`config.mk`:
```
export PLATFORM = sky130hd
export DESIGN_NAME = spi_master_dbuf
export DESIGN_NICKNAME = d
export VERILOG_FILES = /design/src/rtl/spi_dbuf_pkg.sv /design/src/rtl/spi_bitclk.sv /design/src/rtl/spi_xfer_core.sv /design/src/rtl/spi_buffers.sv /design/src/rtl/spi_master_dbuf.sv
export SDC_FILE = /design/constraint.sdc
export NUM_CORES = 1
export LEC_CHECK = 0
export ABC_AREA = 1
export BUFFER_PORTS_ARGS = -buffer_cell sky130_fd_sc_hd__clkbuf_2
export CAP_MARGIN = 0
export CORE_ASPECT_RATIO = 1.2
export CORE_MARGIN = 5
export CORE_UTILIZATION = 50
export CTS_CLUSTER_SIZE = 12
export DETAILED_ROUTE_END_ITERATION = 7
export GPL_ROUTABILITY_DRIVEN = 0
export PLACE_DENSITY_LB_ADDON = 0.05
export SLEW_MARGIN = 20
export SYNTH_ARGS = -nofsm -noshare
export SYNTH_HDL_FRONTEND = slang
export SYNTH_HIERARCHICAL = 1
export SYNTH_SLANG_ARGS = --single-unit
```
`constraint.sdc`:
```
create_clock -name clk -period 1.44 [get_ports clk]
set_input_delay 0.288 -clock clk [delete_from_list [all_inputs] [get_ports clk]]
set_output_delay 0.288 -clock clk [all_outputs]
set_load 0.02 [all_outputs]
```
`src/rtl/spi_dbuf_pkg.sv`:
```
package spi_dbuf_pkg;
  // Half of the current bit period; the early half follows a bit-start edge.
  typedef enum logic {
    HALF_LATE  = 1'b0,
    HALF_EARLY = 1'b1
  } half_t;
endpackage

```
`src/rtl/spi_bitclk.sv`:
```
module spi_bitclk
  import spi_dbuf_pkg::*;
(
  input  logic  clk,
  input  logic  rst_n,
  input  logic  en,
  output half_t half_q,
  output logic  boundary,
  output logic  midpoint
);
  // held in late half while disabled, free running divide-by-two otherwise
  always_ff @(posedge clk or negedge rst_n) begin
    if (!rst_n)     half_q <= HALF_LATE;
    else if (!en)   half_q <= HALF_LATE;
    else            half_q <= (half_q == HALF_EARLY) ? HALF_LATE : HALF_EARLY;
  end

  assign boundary = en && (half_q == HALF_LATE);
  assign midpoint = en && (half_q == HALF_EARLY);
endmodule

```
`src/rtl/spi_xfer_core.sv`:
```
module spi_xfer_core #(
  parameter int W = 8
) (
  input  logic         clk,
  input  logic         rst_n,
  input  logic         en,
  input  logic         boundary,
  input  logic         midpoint,
  input  logic         lsb_first,
  input  logic         miso,
  input  logic         tx_full,
  input  logic [W-1:0] tx_byte,
  output logic         busy,
  output logic         take,
  output logic         finish,
  output logic         mosi,
  output logic [W-1:0] rx_word
);
  localparam int CW = (W > 1) ? $clog2(W) : 1;
  localparam logic [CW-1:0] LAST_IDX = CW'(W - 1);

  logic [CW-1:0] cnt;
  logic [W-1:0]  sh;
  logic [W-1:0]  rx_sh;
  logic          last;
  logic          wrap;

  assign last   = busy && (cnt == LAST_IDX);
  assign wrap   = boundary && (!busy || last);
  assign take   = wrap && tx_full;      // load on bit-start edge
  assign finish = boundary && last;

  always_ff @(posedge clk or negedge rst_n) begin
    if (!rst_n) begin
      busy <= 1'b0;
      cnt  <= '0;
    end else if (!en) begin
      busy <= 1'b0;
      cnt  <= '0;
    end else if (wrap) begin
      busy <= tx_full;
      cnt  <= '0;
    end else if (boundary && busy) begin
      cnt  <= cnt + 1'b1;
    end
  end

  // Shifter keeps its contents across disable; no shift after last bit
  always_ff @(posedge clk or negedge rst_n) begin
    if (!rst_n)                           sh <= '0;
    else if (take)                        sh <= tx_byte;
    else if (boundary && busy && !last)   sh <= lsb_first ? (sh >> 1) : (sh << 1);
  end

  // mid-bit sampling
  always_ff @(posedge clk or negedge rst_n) begin
    if (!rst_n)                rx_sh <= '0;
    else if (midpoint && busy) rx_sh <= lsb_first ? {miso, rx_sh[W-1:1]}
                                                  : {rx_sh[W-2:0], miso};
  end

  assign mosi    = lsb_first ? sh[0] : sh[W-1];
  assign rx_word = rx_sh;
endmodule

```
`src/rtl/spi_buffers.sv`:
```
module spi_buffers #(
  parameter int W = 8
) (
  input  logic         clk,
  input  logic         rst_n,
  input  logic         en,
  input  logic         tx_valid,
  input  logic [W-1:0] tx_data,
  output logic         tx_ready,
  input  logic         take,
  output logic         tx_full,
  output logic [W-1:0] tx_byte,
  input  logic         finish,
  input  logic [W-1:0] rx_word,
  output logic         rx_valid,
  input  logic         rx_ready,
  output logic [W-1:0] rx_data,
  input  logic         stat_rd,
  output logic         spi_done
);
  logic accept;

  assign tx_ready = en && !tx_full;
  assign accept   = tx_valid && tx_ready;   // nothing stored otherwise

  always_ff @(posedge clk or negedge rst_n) begin
    if (!rst_n)       tx_full <= 1'b0;
    else if (!en)     tx_full <= 1'b0;
    else if (accept)  tx_full <= 1'b1;
    else if (take)    tx_full <= 1'b0;
  end

  always_ff @(posedge clk or negedge rst_n) begin
    if (!rst_n)      tx_byte <= '0;
    else if (accept) tx_byte <= tx_data;
  end

  always_ff @(posedge clk or negedge rst_n) begin
    if (!rst_n)                    rx_valid <= 1'b0;
    else if (!en)                  rx_valid <= 1'b0;
    else if (finish)               rx_valid <= 1'b1;
    else if (rx_valid && rx_ready) rx_valid <= 1'b0;
  end

  always_ff @(posedge clk or negedge rst_n) begin
    if (!rst_n)      rx_data <= '0;
    else if (finish) rx_data <= rx_word;
  end

  // completion wins over the status read
  always_ff @(posedge clk or negedge rst_n) begin
    if (!rst_n)       spi_done <= 1'b0;
    else if (!en)     spi_done <= 1'b0;
    else if (finish)  spi_done <= 1'b1;
    else if (stat_rd) spi_done <= 1'b0;
  end
endmodule

```
`src/rtl/spi_master_dbuf.sv`:
```
module spi_master_dbuf
  import spi_dbuf_pkg::*;
#(
  parameter int W = 8
) (
  input  logic         clk,
  input  logic         rst_n,
  input  logic         enable,
  input  logic         cpol,
  input  logic         cpha,
  input  logic         lsb_first,
  input  logic         tx_valid,
  input  logic [W-1:0] tx_data,
  output logic         tx_ready,
  output logic         rx_valid,
  input  logic         rx_ready,
  output logic [W-1:0] rx_data,
  input  logic         stat_rd,
  output logic         spi_done,
  output logic         sclk,
  output logic         mosi,
  input  logic         miso
);
  half_t        half_q;
  logic         boundary;
  logic         midpoint;
  logic         first_half;
  logic         busy;
  logic         take;
  logic         finish;
  logic         tx_full;
  logic [W-1:0] tx_byte;
  logic [W-1:0] rx_word;

  spi_bitclk u_bitclk (
    .clk      (clk),
    .rst_n    (rst_n),
    .en       (enable),
    .half_q   (half_q),
    .boundary (boundary),
    .midpoint (midpoint)
  );

  spi_xfer_core #(.W(W)) u_core (
    .clk       (clk),
    .rst_n     (rst_n),
    .en        (enable),
    .boundary  (boundary),
    .midpoint  (midpoint),
    .lsb_first (lsb_first),
    .miso      (miso),
    .tx_full   (tx_full),
    .tx_byte   (tx_byte),
    .busy      (busy),
    .take      (take),
    .finish    (finish),
    .mosi      (mosi),
    .rx_word   (rx_word)
  );

  spi_buffers #(.W(W)) u_buf (
    .clk      (clk),
    .rst_n    (rst_n),
    .en       (enable),
    .tx_valid (tx_valid),
    .tx_data  (tx_data),
    .tx_ready (tx_ready),
    .take     (take),
    .tx_full  (tx_full),
    .tx_byte  (tx_byte),
    .finish   (finish),
    .rx_word  (rx_word),
    .rx_valid (rx_valid),
    .rx_ready (rx_ready),
    .rx_data  (rx_data),
    .stat_rd  (stat_rd),
    .spi_done (spi_done)
  );

  // active half picked by cpha, level flipped by cpol
  assign first_half = (half_q == HALF_EARLY);
  assign sclk = cpol ^ (busy && (cpha ? first_half : !first_half));
endmodule

```
==> results by group, run 1 <==
Setup path
  – Family with the most delay on the worst path: flip-flops
  – Slowest cell on the critical path: dfrtp_1
  – CP max stage delay: a little under 0.4 ns
  – Critical path class: reg2reg
  – Worst EP arrival: between 1.5 and 2 ns
  – Worst reg2reg path startpoint: u_core/cnt[0]$_DFFE_PN0P_
  – Buf/Inv on CP: 1
  – Worst path required time: between 1.5 and 2 ns
  – Setup crit start kind: flop
  – Critical R2R Capture: u_core/sh[5]$_DFFE_PN0P_
  – WP depth: 7
  – FF-to-FF path depth: 7
  – Worst Setup End Kind: flop
  – Critical Path Fanout Max: 6
  – Crit. Startpoint: u_core/cnt[0]$_DFFE_PN0P_
  – Reg2reg setup slack: approximately 0.00014 ns
  – Crit-path cells: ha_2, ha_4, inv_6, nand2_8, a21oi_4, nand3_1, nand2_1

Cells and area
  – Layout cell share with drive strength beyond 1: 30.8%
  – Most frequent cells in the layout: nand2_1, dfrtp_1, clkbuf_2
  – Area grow syn2layout: 22.9%
  – Antenna cells: 0
  – Final Non-Filler Cells: between 300 and 400
  – Commonest non-fill, non-tap cell in the layout: nand2_1
  – Final net count: roughly 320

Yosys
  – Syn_area_per_cell: 8.16 um2
  – Top cell type's share of synthesized area: approximately half
  – Yosys warnings: 6
  – Syn_nets: approximately 270
  – FF+latch count, synth: 40
  – Leading area contributor after synthesis: dfrtp_1
  – Syn Inst Count: about 250
  – Top cells by area, synth: dfrtp_1, nand2_1, nand4_1
  – Sequential-to-total area share from yosys stat: about half
  – Yosys cell types: 28
  – Mapped cell area: around 2100 um2

STA
  – Final worst slack: approximately 0.00014 ns
  – Slew margin rel.: 81.9%
  – Post-layout min period: 1.44 ns
  – Hold_ws: between 0.2 and 0.25 ns
  – Final Max Tran Viols: 0
  – Setup TNS Final: 0 ns
  – Clk_skew: ~0.0048 ns
  – Final worst path period share: 100%
  – # setup viols final: 0
  – Worst-Margin Slew: roughly 0.27 ns
  – Final hold violations: 0
  – RSZ-0062 raised after global routing: true
  – Fmax: between 600 and 700 MHz

Clocking
  – Root Driver: clkbuf_8
  – Worst-path clk slew: roughly 0.070 ns
  – CTS sink cnt: 40
  – Max clock buf depth: 2
  – H-Tree Depth: 2
  – Clock Latency Late Sink: about 0.29 ns
  – CTS tree: yes
  – CTS Buf Count: 5

Worst hold path
  – WHS Path Cells: 3
  – Hold EP: u_buf/tx_byte[1]$_DFFE_PN0P_
  – Worst Hold Class: in2reg
  – HP Start: tx_data[1]

Floorplan
  – Core footprint: 3970 um2
  – Row Count: 25
  – Die X-Extent: just under 70 um
  – Starting density of the core: a little over half
  – Die area: around 5500 um2
  – Die Y: between 80 and 90 um
  – I/O pin count: 31

Global route
  – GR Util All Layers: 18.0%
  – Grt peak-use layer: met2
  – GR Util met1: 21.8%
  – Met3 Use GR: under 10%
  – Initial antenna violation count: 0
  – First-pass GRT wire length: ~7400 um
  – Total grt overflow: 0
  – Number of global-route vias before repair: ~1,700
  – Met2 track demand over resource: between 20% and 30%
  – Largest net degree at the start of global routing: about 40

Placed design
  – IO buf count: 30
  – HPWL Detailed: ~3100 um
  – Setup WS pre-CTS: -0.0105 ns
  – Inst Count DP: 341

Run
  – Max_cap viols: 0

Detailed routing
  – Per-cell routed wire length: around 12 um
  – Detailed Route Iter0 Violations: 97
  – ANT nets after route: 0
  – Vias per cell: roughly 4.9
  – DRC violations left: 0
  – Detailed-route wire length: roughly 4300 um
  – Vias: 1,737
  – First drt pass iteration count: 4

Pwr
  – Worst vdd ir: between 0.7 and 0.8 mV
  – LEAKAGE: ~1.3 nW
  – PD cells: ~1200 nW/um2
  – Tot Pwr: 0.00303 W

Status
  – Status: finished clean
-- repair_timing --
action                                  in CTS  in global routing
endpoints found under the hold margin       40                  0
buffers inserted                             1                  1
hold buffers                                 1                  0
pin swaps                                    1                  9
resized for setup                            4                 13
endpoints found under the setup margin      13                 23
gates cloned                                 1                  0
-- state kept, by name, indices dropped and copies added, names as in the netlist --
register / cells
u_core/cnt: 3
u_bitclk/half_q: 1
u_core/rx_word: 8
u_buf/spi_done: 1
u_buf/tx_full: 1
u_buf/tx_byte: 8
u_core/busy: 1
u_buf/rx_valid: 1
u_buf/rx_data: 8
u_core/sh: 8
-- synth_stat cells --
cell / n
inv_1: 22
xor2_1: 1
inv_2: 4
buf_4: 3
clkinv_1: 1
clkinv_2: 1
nand3_4: 1
nand4_1: 15
nand3_2: 6
nor2_1: 14
clkinv_4: 1
a21boi_2: 1
a21oi_4: 1
o21ai_1: 1
o21ai_2: 1
nor2_2: 3
a21oi_2: 4
buf_2: 4
nand2_4: 3
o21ai_0: 1
nand2_1: 94
nand2_2: 4
nand3_1: 9
dfrtp_1: 40
ha_1: 2
a21oi_1: 14
buf_6: 2
o22ai_1: 1
-- final cells by class --
type	instances	area (um2)
Clock inverter	2	35.0
Fill cell	375	1430
Multi-Input combinational cell	177	951
Inverter	29	120
Clock buffer	6	72.6
Timing Repair Buffer	45	299
Sequential cell	40	1000
Tap cell	54	67.6
-- where the power goes --
group          total, W  internal [W]  switching (W)
sequential      0.00153       0.00134       0.000186
clock          0.000888      0.000514       0.000374
combinational  0.000610      0.000249       0.000361
total           0.00303       0.00210       0.000922
-- metal layers --
layer | vias to the layer above | share of wire [%]
li1 | 895 | -
met1 | 793 | 42
met2 | 40 | 50
met3 | 9 | 4.6
met4 | 0 | 2.6
met5 | - | 0
-- worst register-to-register path, stage by stage (launching register included) --
cell	delay [ns]
dfrtp_1	0.39
ha_2	0.20
ha_4	0.17
inv_6	0.08
nand2_8	0.07
a21oi_4	0.28
nand3_1	0.12
nand2_1	0.07
-- how the worst max path moves through the flow --
stage	end
5_1_grt	sclk
6_report	u_core/sh[5]$_DFFE_PN0P_
3_5_place_dp	u_core/sh[0]$_DFFE_PN0P_
4_1_cts	sclk
2_1_floorplan	u_core/sh[1]$_DFFE_PN0P_
3_3_place_gp	u_core/cnt[0]$_DFFE_PN0P_
-- kinds of logic after synthesis --
kind of cell,after synthesis,share of synthesized area [%]
AOI/OAI and AO/OA,24,7.61
xor gates and xnor gates,1,0.423
and+or+nand+nor,149,33.8
DFF,40,48.3
buffers and inverters,38,8.70
adders and majority gates,2,1.21
-- metrics by stage --
step / cell area (um2) / util [%]
final: 2550 / 64.1
after global routing: 2550 / 64.1
after CTS: 2480 / 62.5
after detailed placement: 2340 / 58.9
after global placement: 2340 / 58.9
after floorplan: 2070 / -
Note: power is estimated with default switching activity, not from simulation.
==> inputs of run 2 (changes only) <==
Settings changed: SYNTH_HIERARCHICAL 1 to default.
==> results by group, run 2 <==
Status
  – Status: complete, but fails checks
  – Failing checks: setup timing

Pwr
  – Worst vdd ir: 0.634 mV (-9.6%)
  – Switching share of power: 30.4% (-0.059 points)
  – LEAKAGE: 1.18 nW (-11%)
  – Clk network pwr share: 26.8% (-2.6 points)
  – Sequential share of power: 53.1% (+2.6 points)
  – Comb pwr share: 20.1% (about the same)
  – Internal Power: 0.00193 W (-8.3%)
  – Sw Pwr: 0.000843 W (-8.5%)
  – PD cells: 1200 nW/um2 (+1.1%)

Run
  – Max_cap viols: 0 (unchanged)

Detailed routing
  – ANT nets after route: 0 (unchanged)
  – Vias: 1,550 (-11%)
  – Vias per cell: 4.98 (+1.3%)
  – Detailed Route Iter0 Violations: 62 (-36%)
  – First drt pass iteration count: 4 (unchanged)
  – Detailed-route wire length: 3900 um (-8.7%)
  – DRC violations left: 0 (unchanged)
  – Per-cell routed wire length: 12.6 um (+3.7%)

Setup path
  – FF-to-FF path depth: 7 (unchanged)
  – Critical R2R Capture: u_core.sh[6]$_DFFE_PN0P_
  – Critical Path Fanout Max: 3 (-3)
  – Critical path class: reg2out
  – Worst EP arrival: 1.17 ns (-0.50 ns)
  – Setup crit start kind: flop
  – Worst reg2reg path startpoint: u_core.cnt[0]$_DFFE_PN0P_
  – Reg2reg setup slack: 0.02 ns (+0.02 ns)
  – Worst Setup End Kind: primary output
  – Worst path required time: 1.15 ns (-0.52 ns)

Global route
  – First-pass GRT wire length: 7010 um (-5.7%)
  – Total grt overflow: 0 (unchanged)
  – Initial antenna violation count: 0 (unchanged)
  – Number of global-route vias before repair: 1,573 (-7.4%)
  – GR Util All Layers: 17.6% (-0.36 points)
  – Largest net degree at the start of global routing: 26 (-37%)

STA
  – Final worst path period share: 101% (+1.4 points)
  – Slew margin rel.: 72.1% (-9.8 points)
  – RSZ-0062 raised after global routing: true
  – Final Max Tran Viols: 0 (unchanged)
  – # setup viols final: 1 (+1)
  – Clk_skew: 0.00376 ns (-0.00106 ns)
  – Final hold violations: 0 (unchanged)
  – Setup TNS Final: -0.0200 ns (-0.0200 ns)
  – Worst-Margin Slew: 0.418 ns (+0.147 ns)
  – Fmax: 685 MHz (-1.4%)
  – Final worst slack: -0.0200 ns (-0.0201 ns)
  – Post-layout min period: 1.46 ns (+0.0201 ns)

Yosys
  – Leading area contributor after synthesis: dfrtp_1
  – Sequential-to-total area share from yosys stat: 52.9% (+4.6 points)
  – Top FF cell, synth: dfrtp_1
  – Top cells by area, synth: dfrtp_1, nand2_1, nand3_1
  – Post-synth EDFFs: 0 (unchanged)
  – Cell with the most instances after synthesis: nand2_1
  – Syn Inst Count: 214 (-16%)
  – Synth top cells by count: nand2_1, dfrtp_1, nand3_1
  – Syn_nets: 234 (-15%)
  – Yosys warnings: 0 (-6)
  – Top cell type's share of synthesized area: 52.9% (+4.6 points)
  – Yosys cell types: 21 (-25%)
  – Syn_area_per_cell: 8.83 um2 (+8.3%)
  – FF+latch count, synth: 40 (unchanged)
  – FFs w/ async S/R, synth: 100% (unchanged)
  – Mapped cell area: 1890 um2 (-8.8%)

Cells and area
  – Layout cell share with drive strength beyond 1: 29.0% (-1.8 points)
  – Most frequent cells in the layout: nand2_1, dfrtp_1, nand3_1
  – Area grow syn2layout: 22.1%
  – Final Instance Area: 2310 um2 (-9.4%)
  – Commonest non-fill, non-tap cell in the layout: nand2_1
  – Antenna cells: 0 (unchanged)
  – FILL cells: 332 (-11%)
  – Final net count: 278 (-13%)

Worst hold path
  – WHS Path Cells: 3 (unchanged)
  – Worst Hold Class: in2reg
  – HP Start: tx_data[6]
  – Hold EP: u_buf.tx_byte[6]$_DFFE_PN0P_

Floorplan
  – Core footprint: 3630 um2 (-8.5%)
  – Die X-Extent: 66.1 um (-3.8%)
  – Row Count: 24 (-4.0%)
  – Starting density of the core: 52.0% (-0.13 points)
  – Die Y: 77.4 um (-3.9%)
  – Die area: 5120 um2 (-7.6%)
  – I/O pin count: 31 (unchanged)

Clocking
  – CTS Buf Count: 5 (unchanged)
  – Root Driver: clkbuf_8
  – Max clock buf depth: 2 (unchanged)
  – Worst-path clk slew: 0.07 ns (about the same)
  – Clock Latency Late Sink: 0.28 ns (about the same)
  – CTS tree: yes
  – CTS sink cnt: 40 (unchanged)
  – H-Tree Depth: 2 (unchanged)

Placed design
  – Placed inst area: 2120 um2 (-9.6%)
  – HPWL Detailed: 2820 um (-8.5%)
  – IO buf count: 30 (unchanged)
==> run 2: cell count changes after synthesis, moves of 7 or more <==
| cell | change |
|---|---|
| o21ai_2 | +7 |
| o211ai_1 | +8 |
| nand4_1 | -15 |
| nand3_1 | +26 |
| a21oi_1 | -14 |
| nor2_1 | -12 |
| o21ai_0 | +13 |
| inv_1 | -8 |
| nand2_1 | -23 |
==> run 2: cell type report <==
cell class / instances / area (um2) / share of cell area [%]
Multi-Input combinational cell: 152 / 830 / 35.9
Inverter: 17 / 63.8 / 2.76
Sequential cell: 40 / 1000 / 43.4
Clock buffer: 8 / 90.1 / 3.90
Timing Repair Buffer: 42 / 258 / 11.2
Tap cell: 52 / 65.1 / 2.82
==> run 2: worst max-delay path: stages, from the launching register on <==
cell     delay, ns
dfrtp_1       0.41
nand2_1       0.08
nand3_2       0.08
xnor2_1       0.16
buf_4         0.16
==> run 2: through the flow <==
stage	setup WS [ns]	instances	utilization, %	total power [W]	hold slack [ns]
global placement	0.0209	295	58.2	0.00199	0.237
finish	-0.0200	311	63.5	0.00277	0.221
detailed placement	-0.0746	295	58.2	0.00201	0.237
global route	-0.0867	311	63.5	0.00297	0.215
CTS	-0.0488	309	63.0	0.00280	0.210
floorplan	0.0650	214	-	0.00183	-0.00759
==> run 2: logic make-up (layout without fill, tap and decap cells) <==
group | count (synthesis) | in the layout | share of synthesized area, %
AO/OA/AOI/OAI | 30 | 30 | 10.6
buffers and inverters | 23 | 67 | 5.49
flip-flops | 40 | 40 | 52.9
XOR/XNOR | 1 | 1 | 0.463
AND/OR/NAND/NOR | 118 | 119 | 29.2
adder cells (fa/ha/maj) | 2 | 2 | 1.32
==> run 2: how the worst max path moves through the flow <==
stage                                          end                 startpoint
after global placement    u_core.sh[7]$_DFFE_PN0P_  u_core.cnt[0]$_DFFE_PN0P_
after CTS                                     sclk  u_bitclk.half_q$_DFF_PN0_
final                                         sclk  u_bitclk.half_q$_DFF_PN0_
after detailed placement  u_core.sh[0]$_DFFE_PN0P_  u_core.cnt[0]$_DFFE_PN0P_
after global routing                          sclk  u_bitclk.half_q$_DFF_PN0_
after floorplan           u_core.sh[0]$_DFFE_PN0P_  u_core.cnt[0]$_DFFE_PN0P_
==> run 2: power by group through the flow <==
stage	Clock (W)	Combinational [W]	Sequential, W
floorplan	0	0.000378	0.00145
global placement	0	0.000509	0.00148
detailed placement	0	0.000522	0.00149
CTS	0.000776	0.000556	0.00147
global route	0.000824	0.000651	0.00150
finish	0.000744	0.000558	0.00147
==> run 2: timing repair <==
item	in CTS	in global routing
pin swaps	2	8
resized for setup	11	8
buffers inserted	4	2
endpoints found under the setup margin	16	24
hold endpoints to repair	15	0
hold buffers	1	0
cloned	1	0
==> run 2: layer usage <==
metal | GRT usage, % | wire [um] | vias up
met3 | 4.77 | 181 | 9
met4 | 7.32 | 83 | 0
li1 | - | - | 788
met2 | 30.3 | 2070 | 31
met1 | 20.4 | 1570 | 722
met5 | 0 | 0 | -
